[config.mk]
export PLATFORM = sky130hd
export DESIGN_NAME = xmem_bus_ctrl
export DESIGN_NICKNAME = d
export VERILOG_FILES = /design/src/rtl/xmb_pkg.sv /design/src/rtl/xmb_ctrl.sv /design/src/rtl/xmb_datapath.sv /design/src/rtl/xmem_bus_ctrl.sv
export SDC_FILE = /design/constraint.sdc
export NUM_CORES = 1
export LEC_CHECK = 0
export BUFFER_PORTS_ARGS = -buffer_cell sky130_fd_sc_hd__buf_2
export CORE_ASPECT_RATIO = 1.25
export CORE_MARGIN = 10
export CORE_UTILIZATION = 50
export CTS_BUF_LIST = sky130_fd_sc_hd__clkbuf_4 sky130_fd_sc_hd__clkbuf_8
export DETAILED_ROUTE_END_ITERATION = 8
export PLACE_DENSITY = 0.95
export SLEW_MARGIN = 20
export SYNTH_ARGS = -nofsm -noshare
export SYNTH_HDL_FRONTEND = slang
export SYNTH_SLANG_ARGS = --single-unit
[constraint.sdc]
create_clock -name clk -period 3.1 [get_ports clk]
set_input_delay 0.155 -clock clk [delete_from_list [all_inputs] [get_ports clk]]
set_output_delay 0.155 -clock clk [all_outputs]
set_load 0.01 [all_outputs]
[src/rtl/xmb_pkg.sv]
package xmb_pkg;

  typedef enum logic [2:0] {
    ST_IDLE,
    ST_ADDR,
    ST_TURN,
    ST_STRB,
    ST_XTND
  } busState_t;

  // Strobes from the sequencer to the datapath
  typedef struct packed {
    logic load;       // capture request and wait select
    logic sampleRd;   // capture pads at the end of this cycle
    logic addrPhase;  // drive low address instead of data
    logic padDrive;   // shared pads driven by the bus
    logic ale;
    logic rdStb;
    logic wrStb;
    logic active;     // access in flight
  } busStrobes_t;

endpackage

[src/rtl/xmb_ctrl.sv]
module xmb_ctrl
  import xmb_pkg::*;
(
  input  logic        clk,
  input  logic        rstN,
  input  logic        reqValid,
  input  logic        cfgEn,
  input  logic        isWrite,
  input  logic        waitSel,
  output busStrobes_t stb
);

  busState_t state, stateNext;

  always_ff @(posedge clk or negedge rstN) begin
    if (!rstN) state <= ST_IDLE;
    else       state <= stateNext;
  end

  always_comb begin
    stateNext = state;
    case (state)
      ST_IDLE: if (reqValid && cfgEn) stateNext = ST_ADDR;
      ST_ADDR: stateNext = isWrite ? ST_STRB : ST_TURN;
      ST_TURN: stateNext = ST_STRB;
      ST_STRB: stateNext = waitSel ? ST_XTND : ST_IDLE;
      ST_XTND: stateNext = ST_IDLE;
      default: stateNext = ST_IDLE;
    endcase
  end

  logic inStrobe;
  logic lastStrobe;

  assign inStrobe   = (state == ST_STRB) || (state == ST_XTND);
  assign lastStrobe = ((state == ST_STRB) && !waitSel) || (state == ST_XTND);

  always_comb begin
    stb           = '0;
    stb.load      = (state == ST_IDLE) && reqValid && cfgEn;
    stb.addrPhase = (state == ST_ADDR);
    stb.ale       = (state == ST_ADDR);
    stb.padDrive  = (state == ST_ADDR) || (inStrobe && isWrite);
    stb.rdStb     = inStrobe && !isWrite;
    stb.wrStb     = inStrobe && isWrite;
    stb.sampleRd  = lastStrobe && !isWrite;
    stb.active    = (state != ST_IDLE);
  end

endmodule

[src/rtl/xmb_datapath.sv]
module xmb_datapath
  import xmb_pkg::*;
#(
  parameter int ADDR_W   = 16,
  parameter int DATA_W   = 8,
  parameter int CFG_W    = 8,
  parameter int EN_BIT   = 7,
  parameter int WAIT_BIT = 6
) (
  input  logic                       clk,
  input  logic                       rstN,
  input  logic                       ctrlWr,
  input  logic [CFG_W-1:0]           ctrlWdata,
  input  logic [ADDR_W-1:0]          reqAddr,
  input  logic                       reqWrite,
  input  logic [DATA_W-1:0]          reqWdata,
  input  busStrobes_t                stb,
  output logic                       cfgEn,
  output logic                       isWrite,
  output logic                       waitSel,
  output logic                       rdValid,
  output logic [DATA_W-1:0]          rdData,
  input  logic [DATA_W-1:0]          adIn,
  output logic [DATA_W-1:0]          adOut,
  output logic [DATA_W-1:0]          adOe,
  output logic                       ale,
  output logic                       rdN,
  output logic                       wrN,
  output logic [ADDR_W-DATA_W-1:0]   hiAddr,
  input  logic [DATA_W-1:0]          gpioAdOut,
  input  logic [DATA_W-1:0]          gpioAdOe,
  input  logic [ADDR_W-DATA_W-1:0]   gpioHiOut
);

  localparam int HI_W = ADDR_W - DATA_W;

  logic              cfgWait;
  logic [ADDR_W-1:0] addrReg;
  logic [DATA_W-1:0] wdataReg;
  logic              unusedCfgBits;

  assign unusedCfgBits = ^ctrlWdata;

  // Control register: enable and wait select only
  always_ff @(posedge clk or negedge rstN) begin
    if (!rstN) begin
      cfgEn   <= 1'b0;
      cfgWait <= 1'b0;
    end else if (ctrlWr) begin
      cfgEn   <= ctrlWdata[EN_BIT];
      cfgWait <= ctrlWdata[WAIT_BIT];
    end
  end

  // Request capture
  always_ff @(posedge clk or negedge rstN) begin
    if (!rstN) begin
      addrReg  <= '0;
      wdataReg <= '0;
      isWrite  <= 1'b0;
      waitSel  <= 1'b0;
    end else if (stb.load) begin
      addrReg  <= reqAddr;
      wdataReg <= reqWdata;
      isWrite  <= reqWrite;
      waitSel  <= cfgWait;
    end
  end

  // Read capture on the edge that ends the read strobe
  always_ff @(posedge clk or negedge rstN) begin
    if (!rstN) begin
      rdData  <= '0;
      rdValid <= 1'b0;
    end else begin
      rdValid <= stb.sampleRd;
      if (stb.sampleRd) rdData <= adIn;
    end
  end

  logic engaged;
  assign engaged = cfgEn || stb.active;

  assign adOut  = !engaged      ? gpioAdOut :
                  stb.addrPhase ? addrReg[DATA_W-1:0] : wdataReg;
  assign hiAddr = engaged ? addrReg[ADDR_W-1:DATA_W] : gpioHiOut[HI_W-1:0];

  for (genvar i = 0; i < DATA_W; i++) begin : g_padOe
    assign adOe[i] = engaged ? stb.padDrive : gpioAdOe[i];
  end

  assign ale = stb.ale;
  assign rdN = !stb.rdStb;
  assign wrN = !stb.wrStb;

endmodule

[src/rtl/xmem_bus_ctrl.sv]
module xmem_bus_ctrl
  import xmb_pkg::*;
#(
  parameter int ADDR_W   = 16,
  parameter int DATA_W   = 8,
  parameter int CFG_W    = 8,
  parameter int EN_BIT   = 7,
  parameter int WAIT_BIT = 6
) (
  input  logic                     clk,
  input  logic                     rstN,
  input  logic                     ctrlWr,
  input  logic [CFG_W-1:0]         ctrlWdata,
  input  logic                     reqValid,
  input  logic                     reqWrite,
  input  logic [ADDR_W-1:0]        reqAddr,
  input  logic [DATA_W-1:0]        reqWdata,
  output logic                     busy,
  output logic                     rdValid,
  output logic [DATA_W-1:0]        rdData,
  input  logic [DATA_W-1:0]        adIn,
  output logic [DATA_W-1:0]        adOut,
  output logic [DATA_W-1:0]        adOe,
  output logic                     ale,
  output logic                     rdN,
  output logic                     wrN,
  output logic [ADDR_W-DATA_W-1:0] hiAddr,
  input  logic [DATA_W-1:0]        gpioAdOut,
  input  logic [DATA_W-1:0]        gpioAdOe,
  input  logic [ADDR_W-DATA_W-1:0] gpioHiOut
);

  busStrobes_t stb;
  logic        cfgEn;
  logic        isWrite;
  logic        waitSel;

  xmb_ctrl u_ctrl (
    .clk      (clk),
    .rstN     (rstN),
    .reqValid (reqValid),
    .cfgEn    (cfgEn),
    .isWrite  (isWrite),
    .waitSel  (waitSel),
    .stb      (stb)
  );

  xmb_datapath #(
    .ADDR_W   (ADDR_W),
    .DATA_W   (DATA_W),
    .CFG_W    (CFG_W),
    .EN_BIT   (EN_BIT),
    .WAIT_BIT (WAIT_BIT)
  ) u_dp (
    .clk       (clk),
    .rstN      (rstN),
    .ctrlWr    (ctrlWr),
    .ctrlWdata (ctrlWdata),
    .reqAddr   (reqAddr),
    .reqWrite  (reqWrite),
    .reqWdata  (reqWdata),
    .stb       (stb),
    .cfgEn     (cfgEn),
    .isWrite   (isWrite),
    .waitSel   (waitSel),
    .rdValid   (rdValid),
    .rdData    (rdData),
    .adIn      (adIn),
    .adOut     (adOut),
    .adOe      (adOe),
    .ale       (ale),
    .rdN       (rdN),
    .wrN       (wrN),
    .hiAddr    (hiAddr),
    .gpioAdOut (gpioAdOut),
    .gpioAdOe  (gpioAdOe),
    .gpioHiOut (gpioHiOut)
  );

  assign busy = stb.active;

endmodule

==> out/results.md <==
### Final layout
• 60.6% — share of layout cells above drive strength 1
• 32.0% — area added between synthesis and finish
• 0 — total inserted antenna cells
• 68.4% — end-of-flow core utilization
• sky130_fd_sc_hd__buf_2 — most common cell after layout, fill and taps aside
• sky130_fd_sc_hd__buf_2, sky130_fd_sc_hd__mux2_2, sky130_fd_sc_hd__dfrtp_1 — leading cell types in the layout, fill and taps excluded
• 322 — net total in the final layout

### Worst setup path
• simple AND/OR/NAND/NOR gates — Crit path max-delay family
• sky130_fd_sc_hd__nor4_4 — slowest stage cell on the critical path
• u_dp.addrReg[6]$_DFFE_PN0P_ — Reg-to-Reg End
• u_ctrl.state[1]$_DFFE_PN0P_ — origin of the worst setup path
• 24 — peak fanout along the critical path
• 2 — combined buffer and inverter count along the critical path
• flip-flop — critical path launch point type
• 3 — R2R cell count
• u_ctrl.state[1]$_DFFE_PN0P_ — Worst R2R Start
• 2.27 ns — critical path arrival
• 4 — critical path depth in cells
• 0.60 ns — Slowest Stage Delay on Critical Path
• flip-flop to output port — WS Path Type
• 2.94 ns — required time of the worst setup path
• output port — Critical Path End Type
• nor4_4 -> buf_4 -> mux2_2 -> buf_2 — CP Cell Sequence
• hiAddr[2] — endpoint of the most critical setup path
• 1.19 ns — reg-to-reg setup timing slack

### Logic synthesis
• 0 — synth warn
• 153 — synthesized netlist cell count
• 222 — net count after synthesis
• 51.0% — part of the Yosys area used for sequential elements
• 12.8 µm² — mean cell area of the mapped netlist
• 26 — count of unique library cells instantiated by Yosys
• 40 — flop and latch count out of synthesis
• 1960 µm² — cell area after synthesis

### Place
• 0.750 — global placer's final weighted congestion
• 3990 µm — sum of net half-perimeters after detailed placement
• 0.954 ns — pre-CTS worst setup slack
• 99 — number of input and output port buffers inserted

### STA
• 0 — Setup violations, final
• 0.00713 ns — worst clock skew on the final layout
• 2.42 ns — final critical delay including setup and external delays
• 0.859 ns — pin slew with the least headroom to its limit
• 0 ns — total negative slack
• 0.679 ns — setup slack of the critical path after layout
• false — setup repair after global routing missed its margin
• 0 — Final Hold Viols
• 42.7% — Slew HR
• 0 — final number of max-transition violations
• 78.1% — final worst path period share
• 413 MHz — fmax

### GRT
• 1691 — number of global-route vias before repair
• 41 — largest net degree at the start of global routing
• 14.6% — GR Util All Layers
• 8140 µm — first-pass GRT wire length
• 0 — number of antenna violations at the first check in global routing
• 0 — GRT Residual Overflow

### Clocking
• done — TritonCTS clock tree
• sky130_fd_sc_hd__clkbuf_8 — buffer cell driving the clock tree root
• 40 — clk sink count
• 0.29 ns — latest clock arrival within the worst-skew pair
• 0.07 ns — clock-pin slew on the worst setup and hold paths
• 2 — CTS H-tree depth
• 2 — maximum number of buffers from clock root to sink
• 0 — post-CTS setup buffer count
• 5 — clock buffers created by TritonCTS

### Die
• 25 — Rows
• 106 — number of top-level pins
• 51.8% — initial core utilization
• 3780 µm² — placeable core area
• 76.0 µm — Chip Width
• 90.0 µm — Die H
• 6840 µm² — die area

### Pwr
• 512 µV — worst vdd ir
• 1030 nW/µm² — power density cells
• 0.00267 W — overall power after layout
• 1.27 nW — P_leak

### Status
• complete, no violations — result of the run

### Routing
• 4970 µm — Post-Route WL
• 1529 — total number of vias
• 16.1 µm — routed length per instance
• 0 — number of remaining DRC errors
• 4 — DR pass1 iterations
• 0 — count of nets left with antenna violations after detail routing
• 4.96 — Vias/cell
• 101 — First DRT Iteration DRCs

### Run
• 0 — number of max-capacitance violations reported

### Worst hold path
• input pin to flip-flop — class of the most critical hold timing path
• 2 — cell count of the worst hold path

worst min-delay path by stage:
stage / end / start
floorplan: u_ctrl.state[0]$_DFFE_PN0P_ / rstN
global placement: u_dp.rdValid$_DFF_PN0_ / rstN
detailed placement: u_dp.rdData[0]$_DFFE_PN0P_ / rstN
CTS: u_dp.addrReg[3]$_DFFE_PN0P_ / reqAddr[3]
global route: u_dp.wdataReg[7]$_DFFE_PN0P_ / reqWdata[7]
finish: u_dp.addrReg[3]$_DFFE_PN0P_ / reqAddr[3]
synth_stat cells:
cell type                   number  share of area, %
sky130_fd_sc_hd__nand2b_1        3              0.96
sky130_fd_sc_hd__nor2_1          2              0.38
sky130_fd_sc_hd__mux2_1          4               2.3
sky130_fd_sc_hd__buf_8           2               1.5
sky130_fd_sc_hd__mux2_2         40                23
sky130_fd_sc_hd__a221oi_1        1              0.45
sky130_fd_sc_hd__nand4bb_1       1              0.57
sky130_fd_sc_hd__xnor2_1         1              0.45
sky130_fd_sc_hd__buf_6           2               1.1
sky130_fd_sc_hd__clkbuf_1        2              0.38
sky130_fd_sc_hd__buf_2           2              0.51
sky130_fd_sc_hd__dfrtp_1        40                51
sky130_fd_sc_hd__nor2_8          1               1.0
sky130_fd_sc_hd__nor4_4          1               1.1
sky130_fd_sc_hd__nor2b_1         1              0.32
sky130_fd_sc_hd__buf_4           1              0.38
sky130_fd_sc_hd__o21ai_0         8               2.0
sky130_fd_sc_hd__a32oi_1         1              0.45
sky130_fd_sc_hd__nor3b_1         1              0.38
sky130_fd_sc_hd__nand2_1        26               5.0
sky130_fd_sc_hd__mux2i_1         8               4.1
sky130_fd_sc_hd__or3_4           1              0.57
sky130_fd_sc_hd__a22o_1          1              0.45
sky130_fd_sc_hd__or3b_1          1              0.45
sky130_fd_sc_hd__a21oi_4         1              0.83
sky130_fd_sc_hd__and3_1          1              0.32
power by group:
group / switching [W] / total (W) / internal [W] / leakage, nW
logic: 0.000620 / 0.00129 / 0.000673 / 0.737
clock network: 0.000169 / 0.000417 / 0.000247 / 0.0586
registers: 0.000182 / 0.000956 / 0.000774 / 0.479
total: 0.000971 / 0.00267 / 0.00169 / 1.27
repair_timing:
| action | 4_1_cts | 5_1_grt |
|---|---|---|
| hold endpoints to repair | 11 | 0 |
| resized for setup | 0 | 0 |
| hold buffers | 1 | 0 |
layer usage:
metal  GRT usage (%)  part of all wire [%]  up-vias
met5               0                     0        -
met4            7.59                   2.4        0
met3            4.58                   7.0       11
met2            27.0                    55       67
met1            13.9                    36      716
li1                -                     -      735
cell type report:
| class | instances | area, µm² |
|---|---|---|
| repair buffers | 102 | 520 |
| fillers | 314 | 1200 |
| clock inverters | 2 | 35.0 |
| clock buffers | 6 | 76.3 |
| flip-flops and latches | 40 | 1000 |
| multi-input cells | 104 | 888 |
| well taps | 54 | 67.6 |
kinds of logic after synthesis:
logic type,count (synthesis),synth area share [%]
xor gates and xnor gates,1,0.447
muxes,52,29.3
DFF,40,51.0
buffers and inverters,9,3.95
and+or+nand+nor,39,11.0
AOI/OAI and AO/OA,12,4.21
worst reg2reg max path: cells and delay by family, from the launching register on:
family,cells,cell delay [ns]
AND/OR/NAND/NOR,2,0.87
flip-flops,1,0.52
multiplexers,1,0.40
metrics by stage:
step | cells | cell area, µm² | hold slack [ns]
floorplan | 153 | 1960 | -0.141
global placement | 299 | 2470 | 0.311
detailed placement | 299 | 2470 | 0.318
CTS | 308 | 2590 | 0.0707
global route | 308 | 2590 | 0.0764
finish | 308 | 2590 | 0.0771
registers in the layout, summed over array words and instances (netlist names):
signal	cells
u_dp.rdData	8
u_ctrl.state	3
u_dp.cfgEn	1
u_dp.isWrite	1
u_dp.waitSel	1
u_dp.rdValid	1
u_dp.cfgWait	1
u_dp.addrReg	16
u_dp.wdataReg	8
(Power assumes the default switching activity.)
